==> src/rtl/irq_ctl_pkg.sv <==
package irq_ctl_pkg;

    localparam int REG_W = 32;

    typedef enum logic [1:0] {
        SEL_CAUSE     = 2'd0,
        SEL_CPU_MASK  = 2'd1,
        SEL_PCI_MASK  = 2'd2,
        SEL_SERR_MASK = 2'd3
    } reg_sel_e;

    localparam logic [REG_W-1:0] KEEP_CPU  = 32'h3C3F_FFFE;
    localparam logic [REG_W-1:0] KEEP_PCI  = 32'h03FF_FFFE;
    localparam logic [REG_W-1:0] KEEP_SERR = 32'h0000_003F;

    localparam int N_MASK = 3;

    function automatic logic [REG_W-1:0] mask_keep(input int idx);
        case (idx)
            0:       return KEEP_CPU;
            1:       return KEEP_PCI;
            default: return KEEP_SERR;
        endcase
    endfunction

endpackage

==> src/rtl/irq_cause_reg.sv <==
module irq_cause_reg #(
    parameter int W = 32
) (
    input  logic         clk,
    input  logic         rst_n,
    input  logic         clr_we,
    input  logic [W-1:1] keep_bits,
    input  logic [W-1:1] set_bits,
    output logic [W-1:0] cause_q
);

    logic [W-1:1] upper_d;

    always_comb begin
        upper_d = cause_q[W-1:1];
        if (clr_we) begin
            upper_d = upper_d & keep_bits;
        end
        upper_d = upper_d | set_bits;
    end

    always_ff @(posedge clk or negedge rst_n) begin
        if (!rst_n) begin
            cause_q <= '0;
        end else begin
            cause_q <= {upper_d, |upper_d};
        end
    end

    // a clearing write with no event leaves zeros where write data was zero
    a_r2_clear_applies: assert property (@(posedge clk) disable iff (!rst_n)
        clr_we |=> ((cause_q[W-1:1] & ~$past(keep_bits) & ~$past(set_bits)) == '0));

    // an event bit is set on the edge after it is seen
    a_r3_event_sets: assert property (@(posedge clk) disable iff (!rst_n)
        (set_bits != '0) |=> ((cause_q[W-1:1] & $past(set_bits)) == $past(set_bits)));

    // without a write no latched bit disappears
    a_r3_sticky: assert property (@(posedge clk) disable iff (!rst_n)
        !clr_we |=> (($past(cause_q[W-1:1]) & ~cause_q[W-1:1]) == '0));

endmodule

==> src/rtl/irq_mask_reg.sv <==
module irq_mask_reg #(
    parameter int             W    = 32,
    parameter logic [W-1:0]   KEEP = '1
) (
    input  logic         clk,
    input  logic         rst_n,
    input  logic         we,
    input  logic [W-1:0] wd,
    output logic [W-1:0] q
);

    always_ff @(posedge clk or negedge rst_n) begin
        if (!rst_n) begin
            q <= '0;
        end else if (we) begin
            q <= wd & KEEP;
        end
    end

    // the stored value never carries a bit outside the field
    a_r8_field_only: assert property (@(posedge clk) disable iff (!rst_n)
        (q & ~KEEP) == '0);

    // without a write the mask holds its value
    a_r11_mask_hold: assert property (@(posedge clk) disable iff (!rst_n)
        !we |=> $stable(q));

endmodule

==> src/rtl/irq_req_reduce.sv <==
module irq_req_reduce #(
    parameter int W = 32
) (
    input  logic [W-1:1] cause_bits,
    input  logic [W-1:1] mask_bits,
    output logic         req
);

    always_comb begin
        req = |(cause_bits & mask_bits);
    end

endmodule

==> src/rtl/irq_ctl_top.sv <==
module irq_ctl_top
    import irq_ctl_pkg::*;
(
    input  logic              clk,
    input  logic              rst_n,
    input  logic [1:0]        reg_sel,
    input  logic              wr_en,
    input  logic [REG_W-1:0]  wr_data,
    output logic [REG_W-1:0]  rd_data,
    input  logic [REG_W-1:1]  evt_i,
    output logic              cpu_irq_o,
    output logic              pci_irq_o
);

    logic [REG_W-1:0] cause_q;
    logic [REG_W-1:0] mask_q [N_MASK];
    logic             cause_we;
    reg_sel_e         sel;

    assign sel      = reg_sel_e'(reg_sel);
    assign cause_we = wr_en && (sel == SEL_CAUSE);

    irq_cause_reg #(.W(REG_W)) u_cause (
        .clk       (clk),
        .rst_n     (rst_n),
        .clr_we    (cause_we),
        .keep_bits (wr_data[REG_W-1:1]),
        .set_bits  (evt_i),
        .cause_q   (cause_q)
    );

    for (genvar gi = 0; gi < N_MASK; gi++) begin : g_mask
        localparam logic [REG_W-1:0] KEEP_G = mask_keep(gi);
        logic we_g;
        assign we_g = wr_en && (reg_sel == 2'(gi + 1));
        irq_mask_reg #(.W(REG_W), .KEEP(KEEP_G)) u_mask (
            .clk   (clk),
            .rst_n (rst_n),
            .we    (we_g),
            .wd    (wr_data),
            .q     (mask_q[gi])
        );
    end

    irq_req_reduce #(.W(REG_W)) u_cpu_req (
        .cause_bits (cause_q[REG_W-1:1]),
        .mask_bits  (mask_q[0][REG_W-1:1]),
        .req        (cpu_irq_o)
    );

    irq_req_reduce #(.W(REG_W)) u_pci_req (
        .cause_bits (cause_q[REG_W-1:1]),
        .mask_bits  (mask_q[1][REG_W-1:1]),
        .req        (pci_irq_o)
    );

    always_comb begin
        unique case (sel)
            SEL_CAUSE:     rd_data = cause_q;
            SEL_CPU_MASK:  rd_data = mask_q[0];
            SEL_PCI_MASK:  rd_data = mask_q[1];
            SEL_SERR_MASK: rd_data = mask_q[2];
            default:       rd_data = '0;
        endcase
    end

    // reading the cause register shows a consistent summary bit
    a_r5_summary: assert property (@(posedge clk) disable iff (!rst_n)
        (sel == SEL_CAUSE) |-> (rd_data[0] == |rd_data[REG_W-1:1]));

    // a CPU request implies a pending cause
    a_r9_cpu_needs_cause: assert property (@(posedge clk) disable iff (!rst_n)
        cpu_irq_o |-> cause_q[0]);

    // a PCI request implies a pending cause
    a_r10_pci_needs_cause: assert property (@(posedge clk) disable iff (!rst_n)
        pci_irq_o |-> cause_q[0]);

endmodule

==> config.mk <==
export PLATFORM = sky130hd
export DESIGN_NAME = irq_ctl_top
export DESIGN_NICKNAME = d
export VERILOG_FILES = /design/src/rtl/irq_ctl_pkg.sv /design/src/rtl/irq_cause_reg.sv /design/src/rtl/irq_mask_reg.sv /design/src/rtl/irq_req_reduce.sv /design/src/rtl/irq_ctl_top.sv
export SDC_FILE = /design/constraint.sdc
export NUM_CORES = 1
export LEC_CHECK = 0
export BUFFER_PORTS_ARGS = -buffer_cell sky130_fd_sc_hd__buf_2
export CAP_MARGIN = 10
export CORE_UTILIZATION = 50
export CTS_CLUSTER_DIAMETER = 50
export DETAILED_ROUTE_END_ITERATION = 8
export PLACE_DENSITY = 0.85
export SYNTH_ARGS = -nofsm -noshare
export SYNTH_HDL_FRONTEND = slang
export SYNTH_SLANG_ARGS = --single-unit
==> constraint.sdc <==
create_clock -name clk -period 1.6 [get_ports clk]
set_input_delay 0.24 -clock clk [delete_from_list [all_inputs] [get_ports clk]]
set_output_delay 0.24 -clock clk [all_outputs]
set_load 0.1 [all_outputs]
==> results of run 1 <==
==> report_power, final <==
part           internal, mW  switching, mW  leakage (nW)  total [mW]
sequential             2.52          0.299         0.953        2.82
combinational          1.37           1.74          1.96        3.11
clock                 0.931          0.834         0.111        1.76
==> cells in the mapped netlist, drive strengths merged, types with 2 or more instances <==
library cell,count
nor2,47
nor4bb,2
mux4,5
a221oi,2
nand2b,12
nand2,18
or3,2
and2,2
a21oi,18
nor4,2
dfrtp,88
a222oi,2
nand4,5
nand3,4
a22oi,18
nand3b,2
mux2,56
mux2i,24
clkbuf,8
or4bb,2
or4,4
a22o,2
buf,8
o21ai,29
==> metal layers <==
metal	part of all wire [%]	global-route usage, %	wire, um	vias to the layer above
li1	-	-	-	1734
met1	35	49.2	6340	2191
met2	48	65.7	8780	361
met3	9.4	7.04	1700	130
met4	7.2	23.8	1310	0
met5	0	0	0	-
==> final timing paths <==
| kind | slack, ns | startpoint | to | depth (start not counted) |
|---|---|---|---|---|
| setup / recovery | -0.96 | u_cause.cause_q[1]$_DFF_PN0_ | cpu_irq_o | 4 |
| hold / removal | 0.09 | wr_data[0] | g_mask[2].u_mask.q[0]$_DFFE_PN0P_ | 2 |
| setup reg to reg | -0.28 | u_cause.cause_q[20]$_DFF_PN0_ | u_cause.cause_q[0]$_DFF_PN0_ | 5 |
| hold reg to reg | 0.51 | g_mask[2].u_mask.q[1]$_DFFE_PN0P_ | g_mask[2].u_mask.q[1]$_DFFE_PN0P_ | 1 |
| max in group asynchronous | 0.68 | rst_n | u_cause.cause_q[2]$_DFF_PN0_ | 3 |
| min in group asynchronous | 0.33 | rst_n | u_cause.cause_q[25]$_DFF_PN0_ | 2 |
==> layout make-up <==
type,count,area [um^2]
repair buffers,194,1940
clock buffers,12,145
clock inverters,4,77.6
fillers,333,1090
multi-input cells,263,2630
well taps,105,131
flip-flops and latches,88,2210
==> worst max-delay path: cells and delay by family (launching register included) <==
kind	cells	cell delay (ns)
AOI/OAI and AO/OA	1	0.67
buffers and inverters	1	0.18
and+or+nand+nor	2	0.65
DFF	1	0.46
==> flip-flops by register name (all words and copies together), names as in the netlist <==
signal	count
g_mask.u_mask.q	56
u_cause.cause_q	32
==> kinds of logic (layout without fill, tap and decap cells) <==
kind of cell    count (synthesis)  count (layout)  synth area share (%)
buf+inv                        16             210                  2.23
compound gates                 71              71                  9.99
simple gates                  107             107                  12.9
mux                            85              85                  23.2
flops                          88              88                  51.7
==> timing repair <==
action | in CTS | in global routing
pin swaps | 11 | 9
buffers inserted | 8 | 8
gates cloned | 2 | 1
hold buffers | 1 | 0
endpoints found under the setup margin | 35 | 34
endpoints found under the hold margin | 26 | 0
gates resized for setup | 98 | 51
==> key figures, run 1 <==
Clock network
  • Clk_lat worst skew: 0.36 ns
  • CTS tree: built
  • Maximum clock insertion buffer count: 2
  • H-Tree Depth: 3
  • Clk Tree Root Cell: clkbuf_8
  • Clk slew on worst S/H paths: 0.09 ns
  • Total CTS buffers: 9
  • Clk sinks: 88

Cells and area
  • Most frequent cells in the layout: dfrtp_1, buf_4, buf_2, mux2_2, buf_12
  • Ant. Diodes: 0
  • Most common cell after layout, fill and taps aside: dfrtp_1
  • Area grow syn2layout: 67.3%
  • Cell area after layout: 0.00713 mm^2
  • Final cell count without fillers: 666
  • Final Util: 86.7%
  • Final net count: 624
  • Layout cells sized above 1: 63.5%

Power and ir drop
  • Peak VDD IR: 0.761 mV
  • Overall Power: 7.69 mW
  • Leak pwr: 3.02 nW
  • PD cells: 1080 mW/mm^2

Timing
  • Final setup vio count: 18
  • Slew Limit Fails: 0
  • Fmax: 0.391 GHz
  • Hold WS: 0.0941 ns
  • Tmin final: 2.56 ns
  • Setup TNS: -3.90 ns
  • Worst-Margin Slew: 0.683 ns
  • RSZ-0062 raised after global routing: yes
  • Clk_skew: 0.00788 ns
  • Fin. Hold Viols: 0
  • Relative slew slack: 54.5%
  • Final WS setup: -0.960 ns
  • Fin crit share: 160%

Route
  • Drt first pass iters: 5
  • # DRC: 0
  • WL per Instance: 27.2 um
  • Routed WL: 18.1 mm
  • Via Count: 4,416
  • Antenna Nets Post-Route: 0
  • Routed vias/inst: 6.63
  • Iteration-0 DRC Markers: 489

Yosys
  • Largest cells by area after synthesis: dfrtp_1, mux2_2, mux2i_1
  • Leading area contributor after synthesis: dfrtp_1
  • Most common flop cell mapped by yosys: dfrtp_1
  • Cell count after synthesis: 367
  • Mean Syn Cell Area: 11.6 um^2
  • Syn. warnings: 0
  • Post-synth EDFFs: 0
  • Net Count, Synth: 435
  • Flops & latches, synth: 88
  • Register area share after synthesis: 51.7%
  • Mapped cell area: 0.00426 mm^2
  • Top-area cell type share of the netlist area: 51.7%
  • Netlist cell types: 32
  • Synth async-reset ratio: 100%

Floorplan
  • Placement row count: 33
  • Initial core utilization: 51.8%
  • Ports: 102
  • Core area: 0.00822 mm^2
  • Die width: 94.3 um
  • Die area: 0.00889 mm^2
  • Die H: 94.3 um

Placed design
  • Setup WS pre-CTS: -0.531 ns
  • Placed Instances: 634
  • Placed inst area: 0.00612 mm^2
  • DP HPWL: 10.2 mm
  • Final GP Congestion: 0.898
  • # port buffers: 101

Job
  • Max cap viols: 0

Worst setup path
  • CP Launch Type: register
  • Worst setup EP type: primary output
  • Slowest stage cell, crit path: a222oi_1
  • Crit path cell chain: a222oi_1 > nand4_1 > or3_4 > buf_12
  • WP data required: 1.36 ns
  • Max FO, Critical Path: 3
  • Largest stage delay, worst path: 0.67 ns
  • Crit path DAT: 2.32 ns
  • Kind of critical path: reg2out

Global routing
  • Vias in the first global route: 4,532
  • Initial antenna violation count: 0
  • Total global routing overflow: 0
  • Largest net degree at the start of global routing: 38
  • GR Util All Layers: 40.0%
  • First-pass GRT wire length: 25.3 mm

Outcome
  • Status: finished with violations
  • Failing checks: negative setup slack

Min path
  • Worst min path class: in2reg
(Power assumes the default switching activity.)
==> run 2, diff against run 1 <==
--- a/config.mk
+++ b/config.mk
@@ -11,6 +11,8 @@
 export CTS_CLUSTER_DIAMETER = 50
 export DETAILED_ROUTE_END_ITERATION = 8
 export PLACE_DENSITY = 0.85
+export REMOVE_ABC_BUFFERS = 1
+export SLEW_MARGIN = 20
 export SYNTH_ARGS = -nofsm -noshare
 export SYNTH_HDL_FRONTEND = slang
 export SYNTH_SLANG_ARGS = --single-unit
==> run 2 against run 1 <==
- the flow still finishes with violations (negative setup slack)
- total power fell by 5.7%
- combinational power shrank 9.3%
- register-to-register slack better by 0.18 ns
- first-iteration DRC count is 16% lower
- final area shrank 7.4%
- via count down 5.1%
- clock power shrank 6%
- critical path type unchanged
- critical endpoint is now pci_irq_o
- largest power group unchanged
- highest routed layer unchanged
==> key figures, run 2 (synthesis results as in run 1) <==
Outcome
  • Status: finished with violations
  • Failing checks: negative setup slack

Floorplan
  • Core area: 0.00822 mm^2 (unchanged)
  • Die H: 94.3 um (unchanged)
  • Ports: 102 (unchanged)
  • Die width: 94.3 um (unchanged)
  • Placement row count: 33 (unchanged)
  • Initial core utilization: 51.8% (unchanged)
  • Die area: 0.00889 mm^2 (unchanged)

Timing
  • Slew Limit Fails: 0 (unchanged)
  • Fmax: 0.433 GHz (+11%)
  • Relative slew slack: 68.2% (+14 points)
  • Worst-Margin Slew: 0.476 ns (-0.207 ns)
  • RSZ-0062 raised after global routing: yes
  • Final setup vio count: 13 (-5)
  • Hold WS: 0.116 ns (+0.0223 ns)
  • Final WS setup: -0.708 ns (+0.253 ns)
  • Fin crit share: 144% (-16 points)
  • Tmin final: 2.31 ns (-0.253 ns)
  • Clk_skew: 0.00726 ns (-0.000617 ns)
  • Fin. Hold Viols: 0 (unchanged)

Route
  • Routed vias/inst: 6.35 (-4.3%)
  • # DRC: 0 (unchanged)
  • Iteration-0 DRC Markers: 413 (-16%)
  • Via Count: 4,189 (-5.1%)
  • Routed WL: 16.1 mm (-11%)
  • Antenna Nets Post-Route: 0 (unchanged)
  • WL per Instance: 24.4 um (-10%)
  • Drt first pass iters: 6 (+1)

Placed design
  • Placed Instances: 631 (-0.47%)
  • Final GP Congestion: 0.903 (+0.59%)
  • # port buffers: 101 (unchanged)
  • DP HPWL: 9.76 mm (-4.8%)

Power and ir drop
  • Peak VDD IR: 0.886 mV (+16%)
  • Leak pwr: 2.87 nW (-5.1%)
  • PD cells: 1100 mW/mm^2 (+1.9%)
  • Overall Power: 7.25 mW (-5.7%)

Cells and area
  • Area grow syn2layout: 54.9%
  • Max reg flops: 56 (unchanged)
  • Final cell count without fillers: 660 (-0.90%)
  • Most common cell after layout, fill and taps aside: dfrtp_1
  • Biggest regs: g_mask.u_mask.q: 56 flops, u_cause.cause_q: 32 flops
  • Ant. Diodes: 0 (unchanged)
  • Final net count: 618 (-0.96%)
  • Most frequent cells in the layout: dfrtp_1, buf_2, buf_4, mux2_2, nor2_1
  • Layout cells sized above 1: 56.6% (-6.9 points)
  • Register with the most flip-flops: g_mask.u_mask.q

Job
  • Max cap viols: 0 (unchanged)

Worst setup path
  • CP Launch Type: register
  • WP data required: 1.36 ns (about the same)
  • Kind of critical path: reg2out
  • Crit path DAT: 2.07 ns (-0.25 ns)
  • Max FO, Critical Path: 2 (-1)
  • Worst setup EP type: primary output

Global routing
  • Total global routing overflow: 0 (unchanged)
  • Vias in the first global route: 4,150 (-8.4%)
  • First-pass GRT wire length: 22.2 mm (-12%)
  • Largest net degree at the start of global routing: 44 (+16%)
  • Initial antenna violation count: 0 (unchanged)
  • GR Util All Layers: 34.5% (-5.5 points)

Clock network
  • Clk Tree Root Cell: clkbuf_8
  • Clk sinks: 88 (unchanged)
  • Clk_lat worst skew: 0.37 ns (about the same)
  • Total CTS buffers: 9 (unchanged)
  • Maximum clock insertion buffer count: 2 (unchanged)
  • CTS tree: built
  • Clk slew on worst S/H paths: 0.10 ns (about the same)
  • H-Tree Depth: 3 (unchanged)

Min path
  • Worst min path class: in2reg
[run 2: cell types whose count changed in the layout (fill, tap and decap cells not counted), moves of 6 or more]
cell,change
buf_4,-6
mux2i_1,+11
mux2i_4,-14
nand2_1,+16
nand2_2,-7
nand2_4,-9
nor2_1,+6
nor2_4,-7
o21ai_2,+14
o21ai_4,-16
[run 2: report_power, final]
group / internal (mW) / switching [mW] / total, mW
clock network: 0.736 / 0.919 / 1.66
registers: 2.52 / 0.259 / 2.78
logic: 1.24 / 1.59 / 2.82
total: 4.49 / 2.76 / 7.25
[run 2: stage by stage]
step | setup TNS [ns] | setup slack [ns] | cell area, um^2 | utilization, %
final | -3.06 | -0.708 | 6600 | 80.3
after global routing | -3.69 | -0.702 | 6600 | 80.3
after CTS | -2.50 | -0.593 | 6320 | 76.9
after detailed placement | -23.63 | -0.610 | 5830 | 71.0
after global placement | -21.11 | -0.552 | 5830 | 71.0
after floorplan | -21.83 | -1.17 | 4160 | -
[run 2: layout make-up]
cell class,count,area (um^2)
Fill cell,443,1620
Tap cell,105,131
Multi-Input combinational cell,263,2220
Clock inverter,7,78.8
Clock buffer,9,124
Sequential cell,88,2200
Timing Repair Buffer,188,1840
[run 2: worst paths after layout]
kind | depth (start not counted) | slack (ns) | start | to
max | 5 | -0.71 | u_cause.cause_q[14]$_DFF_PN0_ | pci_irq_o
min | 2 | 0.12 | evt_i[20] | u_cause.cause_q[20]$_DFF_PN0_
max reg2reg | 6 | -0.10 | u_cause.cause_q[23]$_DFF_PN0_ | u_cause.cause_q[0]$_DFF_PN0_
min reg2reg | 1 | 0.54 | g_mask[2].u_mask.q[5]$_DFFE_PN0P_ | g_mask[2].u_mask.q[5]$_DFFE_PN0P_
max in group asynchronous | 3 | 0.61 | rst_n | u_cause.cause_q[19]$_DFF_PN0_
min in group asynchronous | 2 | 0.37 | rst_n | g_mask[0].u_mask.q[27]$_DFFE_PN0P_
[run 2: per-layer routing]
layer,track usage [%],share of wire (%),wire [um],vias to the layer above
met1,42.9,36,5810,2046
met3,5.42,8.9,1430,92
met5,0,0,0,-
met2,57.3,49,7860,330
li1,-,-,-,1721
met4,19.1,6.1,981,0
[run 2: worst max-delay path, stage by stage, from the launching register on]
cell and delay, ns:
dfrtp_1 0.40, a22o_1 0.29, a221oi_2 0.27, nand4_1 0.19, or3_4 0.39, buf_12 0.17
[run 2: timing repair]
item,in CTS,in global routing
hold buffers,1,0
hold endpoints to repair,32,0
gates resized for setup,88,47
setup endpoints to repair,35,32
pin swaps,12,13
buffers inserted,5,19
==> run 3, diff against run 2 <==
--- a/config.mk
+++ b/config.mk
@@ -7,10 +7,11 @@
 export LEC_CHECK = 0
 export BUFFER_PORTS_ARGS = -buffer_cell sky130_fd_sc_hd__buf_2
 export CAP_MARGIN = 10
-export CORE_UTILIZATION = 50
+export CORE_UTILIZATION = 47
 export CTS_CLUSTER_DIAMETER = 50
 export DETAILED_ROUTE_END_ITERATION = 8
-export PLACE_DENSITY = 0.85
+export PLACE_DENSITY = 0.81
+export RECOVER_POWER = 25
 export REMOVE_ABC_BUFFERS = 1
 export SLEW_MARGIN = 20
 export SYNTH_ARGS = -nofsm -noshare
==> run 3 against run 2 <==
- clock skew is 0.0055 ns higher
- sequential power about the same
- wire length decreased by 0.73%
- core utilization fell by 3.5 points
- sequential cell count unchanged
- worst hold slack got worse by 0.0098 ns
- first-iteration DRC count fell by 15%
- maximum frequency up 2.2%
- sequential share of layout area down 0.68 points
- register-to-register slack got worse by 0.03 ns
- the flow still finishes with violations (negative setup slack)
- die area rose by 6.2%
- total power is 8.4% higher
==> key figures, run 3 (synthesis results as in run 1) <==
Floorplan
  • Die area: 0.00945 mm^2 (+6.2%)
  • Ports: 102 (unchanged)
  • Initial core utilization: 48.6% (-3.2 points)
  • Placement row count: 34 (+3.0%)
  • Die width: 97.2 um (+3.1%)
  • Die H: 97.2 um (+3.1%)
  • Core area: 0.00876 mm^2 (+6.7%)

Cells and area
  • Biggest regs: g_mask.u_mask.q: 56 flops, u_cause.cause_q: 32 flops
  • Area grow syn2layout: 58.1%
  • Final cell count without fillers: 654 (-0.91%)
  • Final Util: 76.8% (-3.5 points)
  • Register with the most flip-flops: g_mask.u_mask.q
  • Most common cell after layout, fill and taps aside: dfrtp_1
  • Most frequent cells in the layout: dfrtp_1, buf_2, mux2_2, buf_4, buf_12
  • Max reg flops: 56 (unchanged)
  • Ant. Diodes: 0 (unchanged)
  • Fill cell count: 488 (+10%)
  • Final net count: 609 (-1.5%)
  • Layout cells sized above 1: 57.1% (+0.57 points)

Worst setup path
  • Worst setup EP type: primary output
  • Slowest stage cell, crit path: or3_4
  • R2r worst-path depth: 6 (unchanged)
  • Crit path DAT: 2.02 ns (-0.05 ns)
  • Kind of critical path: reg2out
  • WP data required: 1.36 ns (about the same)
  • Largest stage delay, worst path: 0.44 ns (+0.04 ns)
  • Max FO, Critical Path: 2 (unchanged)
  • Crit path cell chain: buf_6 > a22oi_1 > nand4_1 > or3_4 > buf_12
  • CP Launch Type: register

Clock network
  • CTS tree: built
  • Clk Tree Root Cell: clkbuf_8
  • Maximum clock insertion buffer count: 2 (unchanged)
  • Total CTS buffers: 9 (unchanged)
  • Clk slew on worst S/H paths: 0.09 ns (about the same)
  • Clk sinks: 88 (unchanged)
  • Clk_lat worst skew: 0.37 ns (about the same)
  • H-Tree Depth: 3 (unchanged)

Global routing
  • GR Util All Layers: 33.2% (-1.3 points)
  • Vias in the first global route: 4,458 (+7.4%)
  • Initial antenna violation count: 0 (unchanged)
  • First-pass GRT wire length: 23.7 mm (+6.7%)
  • Total global routing overflow: 0 (unchanged)
  • Largest net degree at the start of global routing: 74 (+68%)

Placed design
  • Final GP Congestion: 0.879 (-2.6%)
  • Placed Instances: 639 (+1.3%)
  • # port buffers: 101 (unchanged)
  • DP HPWL: 9.66 mm (-0.96%)

Min path
  • Worst min path class: in2reg
  • Hold path cells: 2 (unchanged)

Timing
  • Final WS setup: -0.658 ns (+0.0492 ns)
  • Clk_skew: 0.0128 ns (+0.00554 ns)
  • Worst-Margin Slew: 0.983 ns (+0.506 ns)
  • Fin. Hold Viols: 0 (unchanged)
  • Tmin final: 2.26 ns (-0.0492 ns)
  • Relative slew slack: 34.5% (-34 points)
  • Final setup vio count: 20 (+7)
  • Fmax: 0.443 GHz (+2.2%)
  • Slew Limit Fails: 0 (unchanged)
  • RSZ-0062 raised after global routing: yes
  • Fin crit share: 141% (-3.1 points)
  • Hold WS: 0.107 ns (-0.00982 ns)

Power and ir drop
  • PD cells: 1170 mW/mm^2 (+6.3%)
  • Leak pwr: 2.87 nW (-0.18%)
  • Peak VDD IR: 0.582 mV (-34%)
  • Overall Power: 7.87 mW (+8.4%)

Job
  • Max cap viols: 0 (unchanged)

Route
  • Drt first pass iters: 8 (+2)
  • Via Count: 4,218 (+0.69%)
  • WL per Instance: 24.4 um (+0.18%)
  • Antenna Nets Post-Route: 0 (unchanged)
  • # DRC: 0 (unchanged)
  • Iteration-0 DRC Markers: 352 (-15%)
  • Routed WL: 16.0 mm (-0.73%)
  • Routed vias/inst: 6.45 (+1.6%)

Outcome
  • Status: finished with violations
  • Failing checks: negative setup slack
==> run 3: metrics by stage <==
stage / instance area (um^2) / setup TNS (ns) / worst slack [ns]
4_1_cts: 6540 / -2.87 / -0.564
2_1_floorplan: 4160 / -21.83 / -1.17
5_1_grt: 6730 / -5.36 / -0.651
3_5_place_dp: 5910 / -4.86 / -0.485
6_report: 6730 / -3.34 / -0.658
3_3_place_gp: 5910 / -4.02 / -0.377
==> run 3: path summary, 6_finish.rpt <==
kind	startpoint	end	slack, ns
max in group asynchronous	rst_n	u_cause.cause_q[13]$_DFF_PN0_	0.13
hold reg to reg	g_mask[2].u_mask.q[4]$_DFFE_PN0P_	g_mask[2].u_mask.q[4]$_DFFE_PN0P_	0.52
setup / recovery	u_cause.cause_q[1]$_DFF_PN0_	pci_irq_o	-0.66
hold / removal	evt_i[28]	u_cause.cause_q[28]$_DFF_PN0_	0.11
min in group asynchronous	rst_n	u_cause.cause_q[6]$_DFF_PN0_	0.54
setup reg to reg	u_cause.cause_q[15]$_DFF_PN0_	u_cause.cause_q[0]$_DFF_PN0_	-0.13
==> run 3: timing repair <==
action / in CTS / in global routing
hold buffers: 1 / 0
pin swaps: 17 / 14
hold endpoints to repair: 15 / 0
gates resized for setup: 104 / 51
setup endpoints to repair: 24 / 27
buffers inserted: 7 / 9
==> run 3: layer usage <==
metal / GRT usage (%) / vias to the layer above / wire (um)
met3: 7.48 / 107 / 1460
met2: 55.2 / 354 / 7820
met4: 20.8 / 0 / 1000
li1: - / 1697 / -
met1: 38.8 / 2060 / 5680
met5: 0 / - / 0
==> run 3: critical path: cells and delay by family, from the launching register on <==
kind | cells | cell delay [ns]
flip-flops | 1 | 0.41
AO/OA/AOI/OAI | 1 | 0.30
buffers and inverters | 2 | 0.31
AND/OR/NAND/NOR | 2 | 0.63
==> run 3: area by class of cell <==
| type | count | area (um^2) | share of cell area [%] |
|---|---|---|---|
| Multi-Input combinational cell | 263 | 2290 | 34.0 |
| Sequential cell | 88 | 2200 | 32.7 |
| Timing Repair Buffer | 179 | 1810 | 26.9 |
| Clock inverter | 7 | 168 | 2.49 |
| Tap cell | 108 | 135 | 2.01 |
| Clock buffer | 9 | 124 | 1.84 |
==> run 3: power by group <==
| part | switching (mW) | leakage [nW] | internal, mW |
|---|---|---|---|
| logic | 1.62 | 1.77 | 1.28 |
| clock network | 0.832 | 0.144 | 1.36 |
| registers | 0.262 | 0.954 | 2.52 |
| total | 2.71 | 2.87 | 5.16 |
